## src/rtl/tca_pkg.sv

```systemverilog
package tca_pkg;

  typedef enum logic {
    ARB_IDLE  = 1'b0,
    ARB_OWNED = 1'b1
  } arb_state_e;

endpackage

```

## src/rtl/tca_chain_cell.sv

```systemverilog
// One device position on a grant chain: keeps the grant when requesting,
// otherwise hands it to the next position.
module tca_chain_cell (
  input  logic req,
  input  logic gnt_in,
  output logic gnt_out,
  output logic take
);

  assign take    = gnt_in & req;
  assign gnt_out = gnt_in & ~req;

endmodule

```

## src/rtl/tca_level_chain.sv

```systemverilog
// A full grant chain for one priority tier. Slot 0 is nearest the arbiter.
module tca_level_chain #(
  parameter int SLOTS = 4
) (
  input  logic             offer,
  input  logic [SLOTS-1:0] req,
  output logic [SLOTS-1:0] take,
  output logic             tier_req
);

  logic [SLOTS:0] link;

  assign link[0] = offer;

  for (genvar s = 0; s < SLOTS; s++) begin : g_slot
    tca_chain_cell u_cell (
      .req    (req[s]),
      .gnt_in (link[s]),
      .gnt_out(link[s+1]),
      .take   (take[s])
    );
  end

  // The tier has a request exactly when an offered grant is absorbed
  // before it runs off the chain end.
  assign tier_req = offer & ~link[SLOTS];

endmodule

```

## src/rtl/tca_level_pick.sv

```systemverilog
// Selects the most urgent tier (lowest index) that has a request.
module tca_level_pick #(
  parameter int TIERS = 4
) (
  input  logic [TIERS-1:0] tier_req,
  output logic [TIERS-1:0] tier_sel
);

  logic found;

  always_comb begin
    tier_sel = '0;
    found    = 1'b0;
    for (int t = 0; t < TIERS; t++) begin
      if (!found && tier_req[t]) begin
        tier_sel[t] = 1'b1;
        found       = 1'b1;
      end
    end
  end

endmodule

```

## src/rtl/tiered_chain_arbiter.sv

```systemverilog
module tiered_chain_arbiter #(
  parameter int PRIO_TIERS = 4,
  parameter int TIER_SLOTS = 4
) (
  input  logic                                      clk,
  input  logic                                      rst,
  input  logic [PRIO_TIERS*TIER_SLOTS-1:0]          dev_req,
  output logic [PRIO_TIERS*TIER_SLOTS-1:0]          dev_grant,
  output logic                                      bus_busy,
  output logic [$clog2(PRIO_TIERS*TIER_SLOTS)-1:0]  owner_id
);

  import tca_pkg::*;

  localparam int NDEV = PRIO_TIERS * TIER_SLOTS;
  localparam int IDW  = $clog2(NDEV);

  arb_state_e            state_q;
  logic [NDEV-1:0]       grant_q;
  logic [IDW-1:0]        owner_q;

  logic                  offer;
  logic [NDEV-1:0]       chain_take;
  logic [PRIO_TIERS-1:0] tier_req;
  logic [PRIO_TIERS-1:0] tier_sel;
  logic [NDEV-1:0]       win_vec;
  logic [IDW-1:0]        win_idx;
  logic                  owner_holds;

  // Chains are offered the grant only while the bus is free.
  assign offer = (state_q == ARB_IDLE);

  for (genvar t = 0; t < PRIO_TIERS; t++) begin : g_tier
    tca_level_chain #(
      .SLOTS(TIER_SLOTS)
    ) u_chain (
      .offer   (offer),
      .req     (dev_req[t*TIER_SLOTS +: TIER_SLOTS]),
      .take    (chain_take[t*TIER_SLOTS +: TIER_SLOTS]),
      .tier_req(tier_req[t])
    );
    assign win_vec[t*TIER_SLOTS +: TIER_SLOTS] =
      chain_take[t*TIER_SLOTS +: TIER_SLOTS] & {TIER_SLOTS{tier_sel[t]}};
  end

  tca_level_pick #(
    .TIERS(PRIO_TIERS)
  ) u_pick (
    .tier_req(tier_req),
    .tier_sel(tier_sel)
  );

  always_comb begin
    win_idx = '0;
    for (int i = 0; i < NDEV; i++) begin
      if (win_vec[i]) win_idx = IDW'(i);
    end
  end

  assign owner_holds = |(grant_q & dev_req);

  always_ff @(posedge clk) begin
    if (rst) begin
      state_q <= ARB_IDLE;
      grant_q <= '0;
      owner_q <= '0;
    end else begin
      case (state_q)
        ARB_IDLE: begin
          if (|win_vec) begin
            state_q <= ARB_OWNED;
            grant_q <= win_vec;
            owner_q <= win_idx;
          end
        end
        ARB_OWNED: begin
          if (!owner_holds) begin
            state_q <= ARB_IDLE;
            grant_q <= '0;
            owner_q <= '0;
          end
        end
        default: begin
          state_q <= ARB_IDLE;
          grant_q <= '0;
          owner_q <= '0;
        end
      endcase
    end
  end

  assign dev_grant = grant_q;
  assign bus_busy  = (state_q == ARB_OWNED);
  assign owner_id  = owner_q;

endmodule

```

## config.mk

```make
export PLATFORM = sky130hd
export DESIGN_NAME = tiered_chain_arbiter
export DESIGN_NICKNAME = d
export VERILOG_FILES = /design/src/rtl/tca_pkg.sv /design/src/rtl/tca_chain_cell.sv /design/src/rtl/tca_level_chain.sv /design/src/rtl/tca_level_pick.sv /design/src/rtl/tiered_chain_arbiter.sv
export SDC_FILE = /design/constraint.sdc
export NUM_CORES = 1
export LEC_CHECK = 0
export ABC_AREA = 1
export BUFFER_PORTS_ARGS = -buffer_cell sky130_fd_sc_hd__buf_2
export CAP_MARGIN = 20
export CORE_MARGIN = 3
export CORE_UTILIZATION = 41
export CTS_CLUSTER_SIZE = 40
export DETAILED_ROUTE_END_ITERATION = 8
export PLACE_DENSITY = 0.71
export SLEW_MARGIN = 10
export SYNTH_ARGS = -nofsm -noshare
export SYNTH_HDL_FRONTEND = slang
export SYNTH_HIERARCHICAL = 1
export SYNTH_SLANG_ARGS = --single-unit
```

## constraint.sdc

```tcl
create_clock -name clk -period 2.93 [get_ports clk]
set_clock_uncertainty 0.2 [all_clocks]
set_input_delay 0.7325 -clock clk [delete_from_list [all_inputs] [get_ports clk]]
set_output_delay 0.7325 -clock clk [all_outputs]
set_load 0.03 [all_outputs]
```

# Word level (Yosys, flattened, before mapping)
# Index checks and enable logic that the tools add are counted.
# totals
mem_bits_rw,0
n_memories,0
latch_bits,0
output_inout_bits,21
romBits,0
elab_cells,106
register_bits,21
inputBits,18
# op_classes
bitwise,62
div_mod_pow,0
n_shift,0
n_addsub,0
muxes,30
reduce_logical,9
magnitude_cmp,0
eq_ne,2
mul,0
# op_table
cell,n
$mux W4,15
$and A1 B1 Y1,36
$mux W16,2
$pmux W16 S2,1
$reduce_or A16 Y1,2
$not A1 Y1,21
$and A16 B16 Y16,1
$and A4 B4 Y4,4
$mux W1,9
$pmux W4 S2,1
$ne A2 B2 Y1 const B,2
$logic_and A1 B1 Y1,3
$logic_not A1 Y1,3
$mux W2,1
$pmux W1 S2,1
$reduce_and A2 Y1,1

# Longest topological paths before layout
# logic_depth
ltp_word,26
mapped_depth,28
ltp_nobuf,25

# By module
# The synthesis kept the hierarchy.
# by_module_without_submodules
module,area_each_um2,instances,seq_area_each_um2,cells_each
tiered_chain_arbiter,1206.2,1,420.4,166
tca_chain_cell,17.5,16,0.0,4
tca_level_chain,10.0,4,0.0,2
tca_level_pick,37.5,1,0.0,9

# Least setup slack after synthesis
# Ideal clock, no wire load.
# synth_path
path_type,reg-to-reg
start,"register state_q, in the netlist bus_busy"
end,"register grant_q[0], in the netlist dev_grant[0]"
path_slack_ns,-0.144
path_buffers,4
t_required_ns,2.593
arrival_time_ns,2.737
setup_ns,0.137
period_less_slack_ns,3.074
path_stages_with_launch,28
cell_sequence,dfxtp_1 -> inv_1 -> buf_6 -> buf_6 -> inv_1 -> nor2_2 -> inv_1 -> nor2_2 -> inv_1 -> nor2_2 -> inv_1 -> nor2_2 -> nor2_2 -> inv_1 -> nand2_1 -> nor2_1 -> nand2_1 -> inv_1 -> nor2_2 -> nand2_2 -> nor2_2 -> nand4_2 -> nand2_2 -> and2_4 -> buf_8 -> buf_12 -> nand2_2 -> a21oi_2
# synth_between
elab_cells_between_ends,63
classes_between,eq/ne: 2; mux: 8; bitwise: 45; reduce/logical: 8
# synth_rtl
element,line,rtl
from (decl),tiered_chain_arbiter.sv:18,arb_state_e state_q;
from (signal assigned),tiered_chain_arbiter.sv:64,state_q <= ARB_IDLE;
from (signal assigned),tiered_chain_arbiter.sv:71,state_q <= ARB_OWNED;
from (signal assigned),tiered_chain_arbiter.sv:78,state_q <= ARB_IDLE;
$not A1 Y1,--,
via offer,tiered_chain_arbiter.sv:22,logic offer;
$and A1 B1 Y1,tca_chain_cell.sv:11,assign gnt_out = gnt_in & ~req;
via g_tier[2].u_chain.link[1],tca_level_chain.sv:11,logic [SLOTS:0] link;
$and A1 B1 Y1,tca_chain_cell.sv:11,
via g_tier[2].u_chain.link[2],tca_level_chain.sv:11,
$and A1 B1 Y1,tca_chain_cell.sv:11,
via g_tier[2].u_chain.link[3],tca_level_chain.sv:11,
[1 not listed],--,
via g_tier[2].u_chain.link[4],tca_level_chain.sv:11,
[2 not listed],--,
via tier_req[2],tiered_chain_arbiter.sv:24,logic [PRIO_TIERS-1:0] tier_req;
[2 not listed],--,
$logic_not A1 Y1,tca_level_pick.sv:15,if (!found && tier_req[t]) begin
$logic_and A1 B1 Y1,tca_level_pick.sv:15,
$mux W1,tca_level_pick.sv:15,
via tier_sel[3],tiered_chain_arbiter.sv:25,logic [PRIO_TIERS-1:0] tier_sel;
$and A4 B4 Y4,tiered_chain_arbiter.sv:43,chain_take[t*TIER_SLOTS +: TIER_SLOTS] & {TIER_SLOTS{tier_sel[t]}};
$reduce_or A16 Y1,tiered_chain_arbiter.sv:70,if (|win_vec) begin
$ne A2 B2 Y1 (no source line),--,
$reduce_and A2 Y1 (no source line),--,
to (signal assigned),tiered_chain_arbiter.sv:72,grant_q <= win_vec;
to (decl),tiered_chain_arbiter.sv:19,logic [NDEV-1:0] grant_q;
# The timed path passes the listed nets, and every way through them passes these cells. The select of a mux whose other input is x is not followed.
# A chain may end at the register's enable or synchronous reset.

# Worst setup path after layout
# layout_path
start,"register state_q, in the netlist bus_busy"
end,"register grant_q[12], in the netlist dev_grant[12]"
# layout_between
elab_cells_between_ends,63
classes_between,eq/ne: 2; mux: 8; bitwise: 45; reduce/logical: 8
# layout_rtl
element,line
$not A1 Y1 (*),--
$and A1 B1 Y1 (*),tca_chain_cell.sv:11
via g_tier[3].u_chain.link[1],tca_level_chain.sv:11
$and A1 B1 Y1 (*),tca_chain_cell.sv:11
via g_tier[3].u_chain.link[2],tca_level_chain.sv:11
$and A1 B1 Y1 (*),tca_chain_cell.sv:11
via g_tier[3].u_chain.link[3],tca_level_chain.sv:11
$and A1 B1 Y1 (*),tca_chain_cell.sv:11
via g_tier[3].u_chain.link[4],tca_level_chain.sv:11
[2 not listed],--
via tier_req[3],tiered_chain_arbiter.sv:24
$logic_and A1 B1 Y1 (*),tca_level_pick.sv:15
$mux W1 (*),tca_level_pick.sv:15
via tier_sel[3],tiered_chain_arbiter.sv:25
$and A4 B4 Y4 (*),tiered_chain_arbiter.sv:43
$reduce_or A16 Y1,tiered_chain_arbiter.sv:70
$ne A2 B2 Y1 (no source line),--
$reduce_and A2 Y1 (no source line),--
# The timed path passes the listed nets; every way through them passes the cells marked *. The select of a mux whose other input is x is not followed.

==> run_results.csv <==
group,metric,value,unit
yosys,yosysTopAreaCell,"dfxtp_1",
die,die_area,4590,um2
power,ir_drop,0.440,mV
sta,relSlewSlack,64.7,%
yosys,ys_top_cells_by_area,"dfxtp_1 (27%), nand2_1 (18%), inv_1 (11%), nor2_2 (8.8%), a21oi_2 (5.6%)",
grt,antenna_found_initial,0,
clock_network,root_buffer,"clkbuf_8",
cells_and_area,finalNetCount,329,
route,routed_wl,4.08,mm
sta,finalCritPeriodShare,94.4,%
power,power.density,738,nW/um2
yosys,synth-edff-count,0,
yosys,syn_inst,247,
yosys,synthArstFlopShare,0,%
route,viasPerCell,4.65,
clock_network,insertion_delay,0.26,ns
route,via_count,1656,
power,p_comb_share,63.3,%
clock_network,cts_tree,"done",
route,dr.first_iter.drc_count,93,
yosys,synth_top_area_share,26.9,%
power,power_frac_seq,24.0,%
yosys,yosysMostFrequentCell,"nand2_1",
cells_and_area,multi_input_area,931,um2
status,status,"completed",
die,io_pins,39,
sta,worst_pin_slew,0.529,ns
cells_and_area,fill_cells,344,
route,ant_nets,0,
route,dr.pass1.iters,4,
yosys,synth_nets,265,
critical_path,arrival,2.77,ns
die,fp.coreArea,3490,um2
power,p_total,1520,uW
critical_path,critPathMaxFanout,6,
route,drc_errors,0,
clock_network,clock-sinks,21,
cells_and_area,seqCellArea,424,um2
grt,grt_pass1_vias,1385,
cells_and_area,fin_area,2060,um2
critical_path,end_kind,"register",
yosys,synth_cell_type_count,24,
place,place_area,1870,um2
sta,min_period,2.76,ns
sta,setup_violations,0,
critical_path,required,2.93,ns
worst_hold_path,worstHoldPathCells,2,
place,hpwl,2.81,mm
clock_network,cts_max_path_buffers,2,
yosys,synth_common_cells,"nand2_1 (77), inv_1 (44), nor2_2 (22), dfxtp_1 (21), nand3_1 (14)",
sta,max_freq,362,MHz
place,gp_congestion,0.750,
clock_network,cts_buffers,3,
cells_and_area,diodes,0,
yosys,avgSynthCellArea,6.33,um2
yosys,seq_area_frac_synth,26.9,%
die,die_w,67.8,um
grt,grtUsageTotal,16.1,%
critical_path,r2r-start,"bus_busy$_SDFF_PP0_",
power,power.leakage,0.00115,uW
sta,hold_viol,0,
die,die_y,67.8,um
power,netSwitchingFraction,46.1,%
critical_path,endpoint,"dev_grant[12]$_SDFFE_PP0P_",
clock_network,path_clk_slew,0.08,ns
flow_run,drv_cap,0,
critical_path,crit_type,"register to register",
die,start_util,44.8,%
power,p_clk_share,12.7,%
grt,grt_pass1_wl,5.74,mm
place,io_buffers,38,
sta,setup_tns,0,ns
sta,hold-worst-slack,0.278,ns
yosys,ys_ff_latch,21,
sta,drv_slew,0,
grt,grt-ovfl-total,0,
grt,grt_max_degree,22,
die,fp-row-count,21,
critical_path,reg2regPathDepth,23,
critical_path,r2r_slack,0.17,ns
yosys,ys.warnings.count,6,
critical_path,crit_start,"bus_busy$_SDFF_PP0_",
worst_hold_path,worst_hold_path_type,"register to register",
yosys,synth-main-ff-cell,"dfxtp_1",
power,p_sw,702,uW
cells_and_area,layout-drive-gt1-share,42.6,%
yosys,synthesis.area,1560,um2
route,wl_per_cell,11.5,um
cells_and_area,area_growth,31.9,%
critical_path,worstSetupStartpointType,"register",
critical_path,r2r_end,"dev_grant[12]$_SDFFE_PP0P_",
power,power.internal,820,uW
clock_network,cts_max_level,1,
logic make-up after synthesis:
family	count (synthesis)	synth area share [%]
AND/OR/NAND/NOR	142	43.0
buffers and inverters	55	17.8
AO/OA/AOI/OAI	29	12.3
flip-flops	21	26.9
routing by layer:
layer | wire, um | global-route usage (%) | share of wire [%]
met5 | 0 | 0 | 0
met2 | 1950 | 26.4 | 48
met3 | 191 | 2.16 | 4.7
met1 | 1900 | 21.8 | 46
met4 | 40 | 4.56 | 0.98
cells in the final DEF (no fill, tap or decap), drive strengths merged:
cell type	synthesis	final
clkbuf	0	4
a21oi	19	19
nand4	4	4
inv	46	45
nor3b	1	1
a211oi	1	1
nand3	14	14
dfxtp	21	21
and2	1	4
o21ai	7	7
nor2	32	32
clkinv	0	2
a221oi	2	2
buf	7	64
nand2	90	90
power groups by stage:
stage	Clock [uW]	Sequential [uW]	Combinational (uW)
3_5_place_dp	0	366	762
4_1_cts	200	360	767
2_1_floorplan	0	440	560
6_report	194	365	963
3_3_place_gp	0	367	750
5_1_grt	210	369	1040
flip-flops by register name, indices dropped and copies added, names as in the netlist:
register / cells
owner_id: 4
bus_busy: 1
dev_grant: 16
per-stage QoR:
stage	util [%]	setup WS, ns	instances
2_1_floorplan	-	0.0143	247
3_3_place_gp	53.4	-0.0394	341
3_5_place_dp	53.4	-0.126	341
4_1_cts	54.7	0.0683	345
5_1_grt	59.0	-0.0680	356
6_report	59.0	0.165	356
worst min-delay path by stage:
stage | from | end
2_1_floorplan | bus_busy$_SDFF_PP0_ | bus_busy$_SDFF_PP0_
3_3_place_gp | owner_id[3]$_SDFFE_PP0P_ | owner_id[3]$_SDFFE_PP0P_
3_5_place_dp | owner_id[3]$_SDFFE_PP0P_ | owner_id[3]$_SDFFE_PP0P_
4_1_cts | owner_id[3]$_SDFFE_PP0P_ | owner_id[3]$_SDFFE_PP0P_
5_1_grt | owner_id[3]$_SDFFE_PP0P_ | owner_id[3]$_SDFFE_PP0P_
6_report | owner_id[3]$_SDFFE_PP0P_ | owner_id[3]$_SDFFE_PP0P_
area by class of cell:
type,count,area share [%]
clock buffer,3,2.00
clock inverter,1,0.243
inverter,46,8.61
multi-input combinational,174,45.1
sequential,21,20.6
tap,46,2.79
timing repair buffer,65,20.7
what timing repair did:
action,in CTS,in global routing
setup endpoints to repair,0,20
resized for setup,0,19
setup buffers,0,7
hold buffers,0,0
worst max-delay path, cell delays in order (launching register included):
cell and delay (ns):
dfxtp_4 0.36, clkinv_4 0.06, buf_12 0.10, inv_1 0.05, nor2_2 0.12, inv_1 0.06, nor2_2 0.12, inv_1 0.06
nor2_2 0.11, inv_1 0.05, nor2_2 0.12, nor2_2 0.05, nand2_2 0.08, nor2_4 0.05, nand2_2 0.06, inv_2 0.04
nor2_4 0.11, nand2_2 0.07, nor2_2 0.13, nand4_2 0.12, nand2_2 0.16, and2_2 0.26, nand2_2 0.07, a21oi_2 0.10
No activity file was read; power rests on OpenSTA's default activity.
